$ cat src/rtl/fgs_pkg.sv
package fgs_pkg;
   localparam int unsigned FGS_NUM_OUT_DEF = 5;
   localparam int unsigned FGS_DEPTH_DEF   = 4;

   typedef enum logic {
      FULL_BLOCK = 1'b0,
      FULL_PASS  = 1'b1
   } full_policy_e;
endpackage

$ cat src/rtl/fgs_port_fifo.sv
module fgs_port_fifo #(
   parameter int unsigned DEPTH = 4,
   parameter int unsigned W     = 3,
   localparam int unsigned AW   = $clog2(DEPTH),
   localparam int unsigned CW   = AW + 1
) (
   input  logic          clk,
   input  logic          rst_n,
   input  logic          push_en,
   input  logic [W-1:0]  din,
   input  logic          pop_en,
   output logic [W-1:0]  dout,
   output logic          empty,
   output logic          full
);
   localparam logic [CW-1:0] FULL_CNT = CW'(DEPTH);

   logic [W-1:0]  mem [DEPTH];
   logic [AW-1:0] rd_ptr, wr_ptr;
   logic [CW-1:0] cnt;

   always_ff @(posedge clk) begin
      if (!rst_n) begin
         rd_ptr <= '0;
         wr_ptr <= '0;
         cnt    <= '0;
      end else begin
         if (push_en) wr_ptr <= wr_ptr + AW'(1);
         if (pop_en)  rd_ptr <= rd_ptr + AW'(1);
         case ({push_en, pop_en})
            2'b10:   cnt <= cnt + CW'(1);
            2'b01:   cnt <= cnt - CW'(1);
            default: cnt <= cnt;
         endcase
      end
   end

   always_ff @(posedge clk) begin
      if (push_en) mem[wr_ptr] <= din;
   end

   assign dout  = mem[rd_ptr];
   assign empty = (cnt == '0);
   assign full  = (cnt == FULL_CNT);

   // a full store only accepts a push alongside a pop
   a_r7_no_overflow: assert property (@(posedge clk) disable iff (!rst_n)
      (push_en && full) |-> pop_en);
   // nothing is removed from an empty store
   a_r6_no_underflow: assert property (@(posedge clk) disable iff (!rst_n)
      pop_en |-> !empty);
endmodule

$ cat src/rtl/fgs_req_decode.sv
module fgs_req_decode #(
   parameter int unsigned NUM_OUT = 5,
   parameter int unsigned PW      = 3
) (
   input  logic               clk,
   input  logic               rst_n,
   input  logic               valid,
   input  logic [PW-1:0]      port,
   output logic [NUM_OUT-1:0] req
);
   for (genvar i = 0; i < NUM_OUT; i++) begin : g_req
      assign req[i] = valid && (port == PW'(i));
   end

   // at most one output is requested at a time
   a_r2_onehot: assert property (@(posedge clk) disable iff (!rst_n)
      $onehot0(req));
   // a valid stored port always names an existing output
   a_r2_port_range: assert property (@(posedge clk) disable iff (!rst_n)
      valid |-> ($countones(req) == 1));
endmodule

$ cat src/rtl/fgs_upd_gen.sv
module fgs_upd_gen (
   input  logic clk,
   input  logic rst_n,
   input  logic pop_en,
   output logic upd
);
   always_ff @(posedge clk) begin
      if (!rst_n) upd <= 1'b0;
      else        upd <= pop_en;
   end
endmodule

$ cat src/rtl/fgs_sync_tracker.sv
module fgs_sync_tracker
   import fgs_pkg::*;
#(
   parameter int unsigned  NUM_OUT = FGS_NUM_OUT_DEF,
   parameter int unsigned  DEPTH   = FGS_DEPTH_DEF,
   parameter full_policy_e POLICY  = FULL_PASS,
   localparam int unsigned PORT_W  = $clog2(NUM_OUT)
) (
   input  logic               clk,
   input  logic               rst_n,
   input  logic               head_vld,
   input  logic [PORT_W-1:0]  head_port,
   output logic               head_rdy,
   input  logic               tail_depart,
   output logic [NUM_OUT-1:0] arb_req,
   output logic               arb_upd
);
   if (NUM_OUT < 2) begin : g_chk_out
      $error("fgs_sync_tracker: NUM_OUT must be at least 2");
   end
   if (DEPTH < 2 || (DEPTH & (DEPTH - 1)) != 0) begin : g_chk_depth
      $error("fgs_sync_tracker: DEPTH must be a power of two, at least 2");
   end

   logic              empty, full, pop_en, push_en;
   logic [PORT_W-1:0] cur_port;

   assign pop_en = tail_depart && !empty;

   if (POLICY == FULL_PASS) begin : g_pass
      assign head_rdy = !full || pop_en;
   end else begin : g_block
      assign head_rdy = !full;
   end

   assign push_en = head_vld && head_rdy;

   fgs_port_fifo #(.DEPTH(DEPTH), .W(PORT_W)) u_fifo (
      .clk     (clk),
      .rst_n   (rst_n),
      .push_en (push_en),
      .din     (head_port),
      .pop_en  (pop_en),
      .dout    (cur_port),
      .empty   (empty),
      .full    (full)
   );

   fgs_req_decode #(.NUM_OUT(NUM_OUT), .PW(PORT_W)) u_dec (
      .clk   (clk),
      .rst_n (rst_n),
      .valid (!empty),
      .port  (cur_port),
      .req   (arb_req)
   );

   fgs_upd_gen u_upd (
      .clk    (clk),
      .rst_n  (rst_n),
      .pop_en (pop_en),
      .upd    (arb_upd)
   );

   // every update pulse follows a tail departure
   a_r5_upd_after_tail: assert property (@(posedge clk) disable iff (!rst_n)
      arb_upd |-> $past(tail_depart));
   // the request holds while no packet leaves
   a_r3_req_hold: assert property (@(posedge clk) disable iff (!rst_n)
      (!pop_en && !empty) |=> $stable(arb_req));
   // an empty store raises no request
   a_r10_idle: assert property (@(posedge clk) disable iff (!rst_n)
      empty |-> (arb_req == '0));
   // only existing outputs are pushed
   a_r2_push_range: assert property (@(posedge clk) disable iff (!rst_n)
      push_en |-> (head_port < PORT_W'(NUM_OUT)));
endmodule

$ cat config.mk
export PLATFORM = sky130hd
export DESIGN_NAME = fgs_sync_tracker
export DESIGN_NICKNAME = d
export VERILOG_FILES = /design/src/rtl/fgs_pkg.sv /design/src/rtl/fgs_port_fifo.sv /design/src/rtl/fgs_req_decode.sv /design/src/rtl/fgs_upd_gen.sv /design/src/rtl/fgs_sync_tracker.sv
export SDC_FILE = /design/constraint.sdc
export NUM_CORES = 1
export LEC_CHECK = 0
export BUFFER_PORTS_ARGS = -buffer_cell sky130_fd_sc_hd__buf_2
export CELL_PAD_IN_SITES_DETAIL_PLACEMENT = 2
export CELL_PAD_IN_SITES_GLOBAL_PLACEMENT = 2
export CORE_MARGIN = 1
export CORE_UTILIZATION = 40
export DETAILED_ROUTE_END_ITERATION = 8
export PLACE_DENSITY = 0.84
export SYNTH_ARGS = -nofsm -noshare
export SYNTH_HDL_FRONTEND = slang
export SYNTH_SLANG_ARGS = --single-unit
$ cat constraint.sdc
create_clock -name clk -period 6.49 [get_ports clk]
set_clock_uncertainty 0.05 [all_clocks]
set_input_delay 0.9735 -clock clk [delete_from_list [all_inputs] [get_ports clk]]
set_output_delay 0.9735 -clock clk [all_outputs]
set_load 0.005 [all_outputs]
* Word level (Yosys, flattened, before mapping)
Memories as Yosys holds them, arrays and structs flattened. A register that Yosys moved wholly into a read port is not among the register bits. Index checks and enable logic that the tools add are counted.
Cells by class: eq/ne operators 7, add/subtract/negate cells 4, reduce and logical (&&, ||, !) cells 13, multiplexer cells 5
Operators with widths (count):
- logical AND 1 bit | 7
- == test 3 x 2 -> 1 bit (second input constant) | 2
- == test 3 bit (second input constant) | 2
- logical NOT 3 bit | 2
- one-hot mux 3 bit (2 select lines) | 1
- adder 2 x 1 -> 2 bit (second input constant) | 2
- two-way mux 2 bit | 2
- adder 3 x 1 -> 3 bit (second input constant) | 1
- == test 3 x 1 -> 1 bit (second input constant) | 1
- subtractor 3 x 1 -> 3 bit (second input constant) | 1
- == test 2 x 1 -> 1 bit (second input constant) | 1
- == test 2 bit (second input constant) | 1
- logical NOT 1 bit | 2
- two-way mux 1 bit | 2
- nonzero test 2 bit | 1
- logical OR 1 bit | 1
Word-level totals: flip-flop bits (word level) 8, bits in writable memories 12, memories kept 1, logic and storage cells 34
Memories:
- u_fifo.mem | depth 4, width 3, read ports 1, clocked after memory_dff 1, wr ports 1, line fgs_port_fifo.sv:18 | logic [W-1:0] mem [DEPTH];

* Longest topological paths before layout
word-level depth 7, gate-level depth with buffers 8, gate-level depth less buffers 8

* By module
A second synthesis with hierarchy kept.
Unflattened totals: cell total of the unflattened synthesis 73, area, all modules 1004.7 um^2
Modules (own cells, without submodules):
- fgs_port_fifo | cells each 61, times used 1, area an instance 878.3 um^2
- fgs_req_decode | cells each 5, times used 1, area an instance 63.8 um^2
- fgs_sync_tracker | cells each 5, times used 1, area an instance 36.3 um^2
- fgs_upd_gen | cells each 2, times used 1, area an instance 26.3 um^2

* Worst setup path after synthesis
No wires, ideal clock.
path type in2reg, start point in tail_depart, end point reg u_fifo.cnt[2], path buffers 0, data arrival time 2433 ps, path slack 3935 ps, setup time 72 ps, stages 8, data required time 6368 ps, cell sequence nor4b_1 -> inv_1 -> nand2_1 -> ha_1 -> fa_1 -> xnor2_1 -> or3_1 -> a21oi_1
On the way: longest elaborated chain between the ends 5, elaborated cells on any way between the ends 7, classes of those cells eq/ne (2); mux (1); reduce/logical (4)
Ends and longest elaborated chain:
- start: declaration | line fgs_sync_tracker.sv:14 | input logic tail_depart,
- logical AND 1 bit * | line fgs_sync_tracker.sv:28 | assign pop_en = tail_depart && !empty;
- logical OR 1 bit * | line fgs_sync_tracker.sv:31 | assign head_rdy = !full || pop_en;
- named net head_rdy | line fgs_sync_tracker.sv:13 | output logic head_rdy,
- logical AND 1 bit * | line fgs_sync_tracker.sv:36 | assign push_en = head_vld && head_rdy;
- == test 2 x 1 -> 1 bit or == test 2 bit (tied branches) | line fgs_port_fifo.sv:30 | case ({push_en, pop_en})
- one-hot mux 3 bit (2 select lines) or nonzero test 2 bit (tied branches)
- end signal: assignment | line fgs_port_fifo.sv:31 | 2'b10: cnt <= cnt + CW'(1);
- end signal: assignment | line fgs_port_fifo.sv:32 | 2'b01: cnt <= cnt - CW'(1);
- end signal: assignment | line fgs_port_fifo.sv:33 | default: cnt <= cnt;
- end: declaration | line fgs_port_fifo.sv:20 | logic [CW-1:0] cnt;
The timed path passes the listed nets; every way through them passes the cells marked *. A chain may end at the register's enable or synchronous reset.

* Final worst setup path
start point in tail_depart, end point out head_rdy
On the way: longest elaborated chain between the ends 2
Ends and longest elaborated chain (line):
- logical AND 1 bit | fgs_sync_tracker.sv:28
- logical OR 1 bit | fgs_sync_tracker.sv:31
- end: declaration | fgs_sync_tracker.sv:13
No other way between the ends.

==> impl_metrics.ini <==
[setup_path]
critPathKind = primary input to output pin
required_ns = 5.47
crit_arrival_ns = 2.00
cp-end-kind = output pin
critPathMaxFanout = 8
worst_setup_path_start_kind = primary input

[placed_design]
placed_cells = 114
gp_congestion = 0.702
place_ws_ns = 3.46
placed_area_um2 = 1060
hpwl_um = 1620
numPortBuffers = 13

[floorplanning]
rows = 17
io_pins = 14
die_area_um2 = 2600
die_x_um = 51.0
core_region_area_um2 = 2230
initial_utilization_pct = 42.9
die_h_um = 51.0

[global_route]
grt_max_degree = 13
grtUsageMet1_pct = 22.9
track_usage_pct = 18.9
grt_pass1_wl_um = 3490
first_global_vias = 697
grt_remaining_overflow = 0
gr-usage-met2_pct = 33.8
grtUsageMet3_pct = 5.36
top_usage_layer = met2
antenna_found_initial = 0

[cts]
clockRootBuffer = clkbuf_4
cts_resized = 0
htreeDepth = 1
cts_setup_buffers = 0
cts_buffer_depth = 2
cts_tree = yes
clock_latency_ns = 0.31
cts.sinks = 22
path_clk_slew_ns = 0.12
cts_hold_buf = 0
cts_made_buffers = 3

[sta]
fin_crit_sh_pct = 46.5
post-route-min-period_ns = 3.02
setup_slack_ns = 3.47
grt_setup_unrepaired = false
fin_setup_tns_ns = 0
worst_pin_slew_ns = 0.524
relSlewSlack_pct = 64.6
drv_slew = 0
setup_viol = 0
max_freq_mhz = 331
final_hold_viol_count = 0

[run_status]
status = complete, no violations

[power_and_ir_drop]
power_frac_clock_pct = 17.1
p_total_mw = 0.371
p_leak_nw = 0.442
comb_power_share_pct = 31.0
peakVddDrop_v = 0.000173
internal-power_mw = 0.248
netSwitchingFraction_pct = 33.1
powerDensity_nw_per_um2 = 342
p_seq_share_pct = 51.9
p_switching_mw = 0.123

[synth]
yosysWarnings = 0
synth_top_area_share_pct = 37.6
ys_seq_area_share_pct = 58.5
syn_area_per_cell_um2 = 13.1
synth.distinct_cells = 24
syn-cell-area_um2 = 958
async_flop_share_pct = 0
synth.area.top_cells = edfxtp_1, dfxtp_1, ha_1
synthCells = 73
synth_nets = 86
ys_ff_latch = 22
yosys.area.top_type = edfxtp_1
synth_edf_count = 12
synthFlopType = edfxtp_1

[run]
max_cap_violations = 0

[cells_and_area]
final_cell_mix = buf_2, edfxtp_1, dfxtp_1
nets = 104
multiInputGateArea_um2 = 375
n_antenna_cell = 0
drive_gt1_share_pct = 20.0
stdcell_area_um2 = 1080
seqCellArea_um2 = 561
layout-area-overhead-vs-synth_pct = 13.2
layout.cells.non_filler = 118
fillers = 227
final_common_cell = buf_2

[routing]
ant_nets = 0
drcViolationCount = 0
dr.pass1.iters = 3
drt_iter0_markers = 5
detail_route.wl_per_cell_um = 17.1
via_count = 626
drt-total-wl_um = 2020
via_per_inst = 5.31

[worst_hold_path]
hold_class = flop to flop
-- power by group through the flow --
stage	registers [mW]	logic, mW	clock network, mW
floorplan	0.189	0.0833	0
global placement	0.195	0.105	0
detailed placement	0.197	0.118	0
CTS	0.194	0.118	0.0665
global route	0.197	0.132	0.0702
finish	0.193	0.115	0.0634
-- state kept, by name (all words and copies together) (netlist names), named ones only --
register,flops
u_fifo.rd_ptr,2
u_fifo.mem,12
u_upd.upd,1
u_fifo.cnt,3
u_fifo.wr_ptr,2
-- cell usage after synthesis (2+ instances only) --
cell type / n
a21oi_1: 3
and3_1: 4
dfxtp_1: 10
edfxtp_1: 12
ha_1: 5
inv_1: 5
mux4_1: 2
nand2_1: 2
nand3_1: 2
nor2_1: 7
nor3_1: 2
nor3b_1: 2
nor4b_1: 2
o21ai_0: 3
xor2_1: 3
-- stage by stage --
stage | util [%] | hold WS (ns)
2_1_floorplan | - | 0.434
3_3_place_gp | 47.4 | 0.457
3_5_place_dp | 47.4 | 0.485
4_1_cts | 48.6 | 0.505
5_1_grt | 48.6 | 0.515
6_report | 48.6 | 0.499
-- final cells by class --
class                      count  area share, %
clock buffer                   4           2.42
inverter                       6           2.08
multi-input combinational     45           34.6
sequential                    22           51.7
tap                           28           3.23
timing repair buffer          13           6.00
-- critical path, cell delays in order --
cell	delay, ns
buf_2	0.11
nor4b_1	0.46
inv_1	0.26
buf_2	0.19
-- routing by layer --
layer / part of all wire (%) / routed length [µm]
met3: 3.6 / 72
met1: 43 / 860
met5: 0 / 0
met2: 53 / 1080
met4: 0.59 / 12
-- final timing paths --
check	endpoint	slack (ns)	start	depth (start not counted)
hold / removal	u_fifo.wr_ptr[1]	0.50	u_fifo.wr_ptr[1]	2
hold reg to reg	u_fifo.wr_ptr[1]	0.50	u_fifo.wr_ptr[1]	2
setup / recovery	head_rdy	3.47	tail_depart	4
setup reg to reg	u_fifo.cnt[2]	4.07	u_fifo.cnt[0]	8
-- cell families after synthesis --
family	Yosys count	share of synthesized area [%]
xor+xnor	4	3.66
mux	4	8.88
flops	22	58.5
compound gates	8	4.83
fa+ha+maj	6	8.62
buf+inv	6	2.35
simple gates	23	13.2
Power figures use the tool's default switching activity.
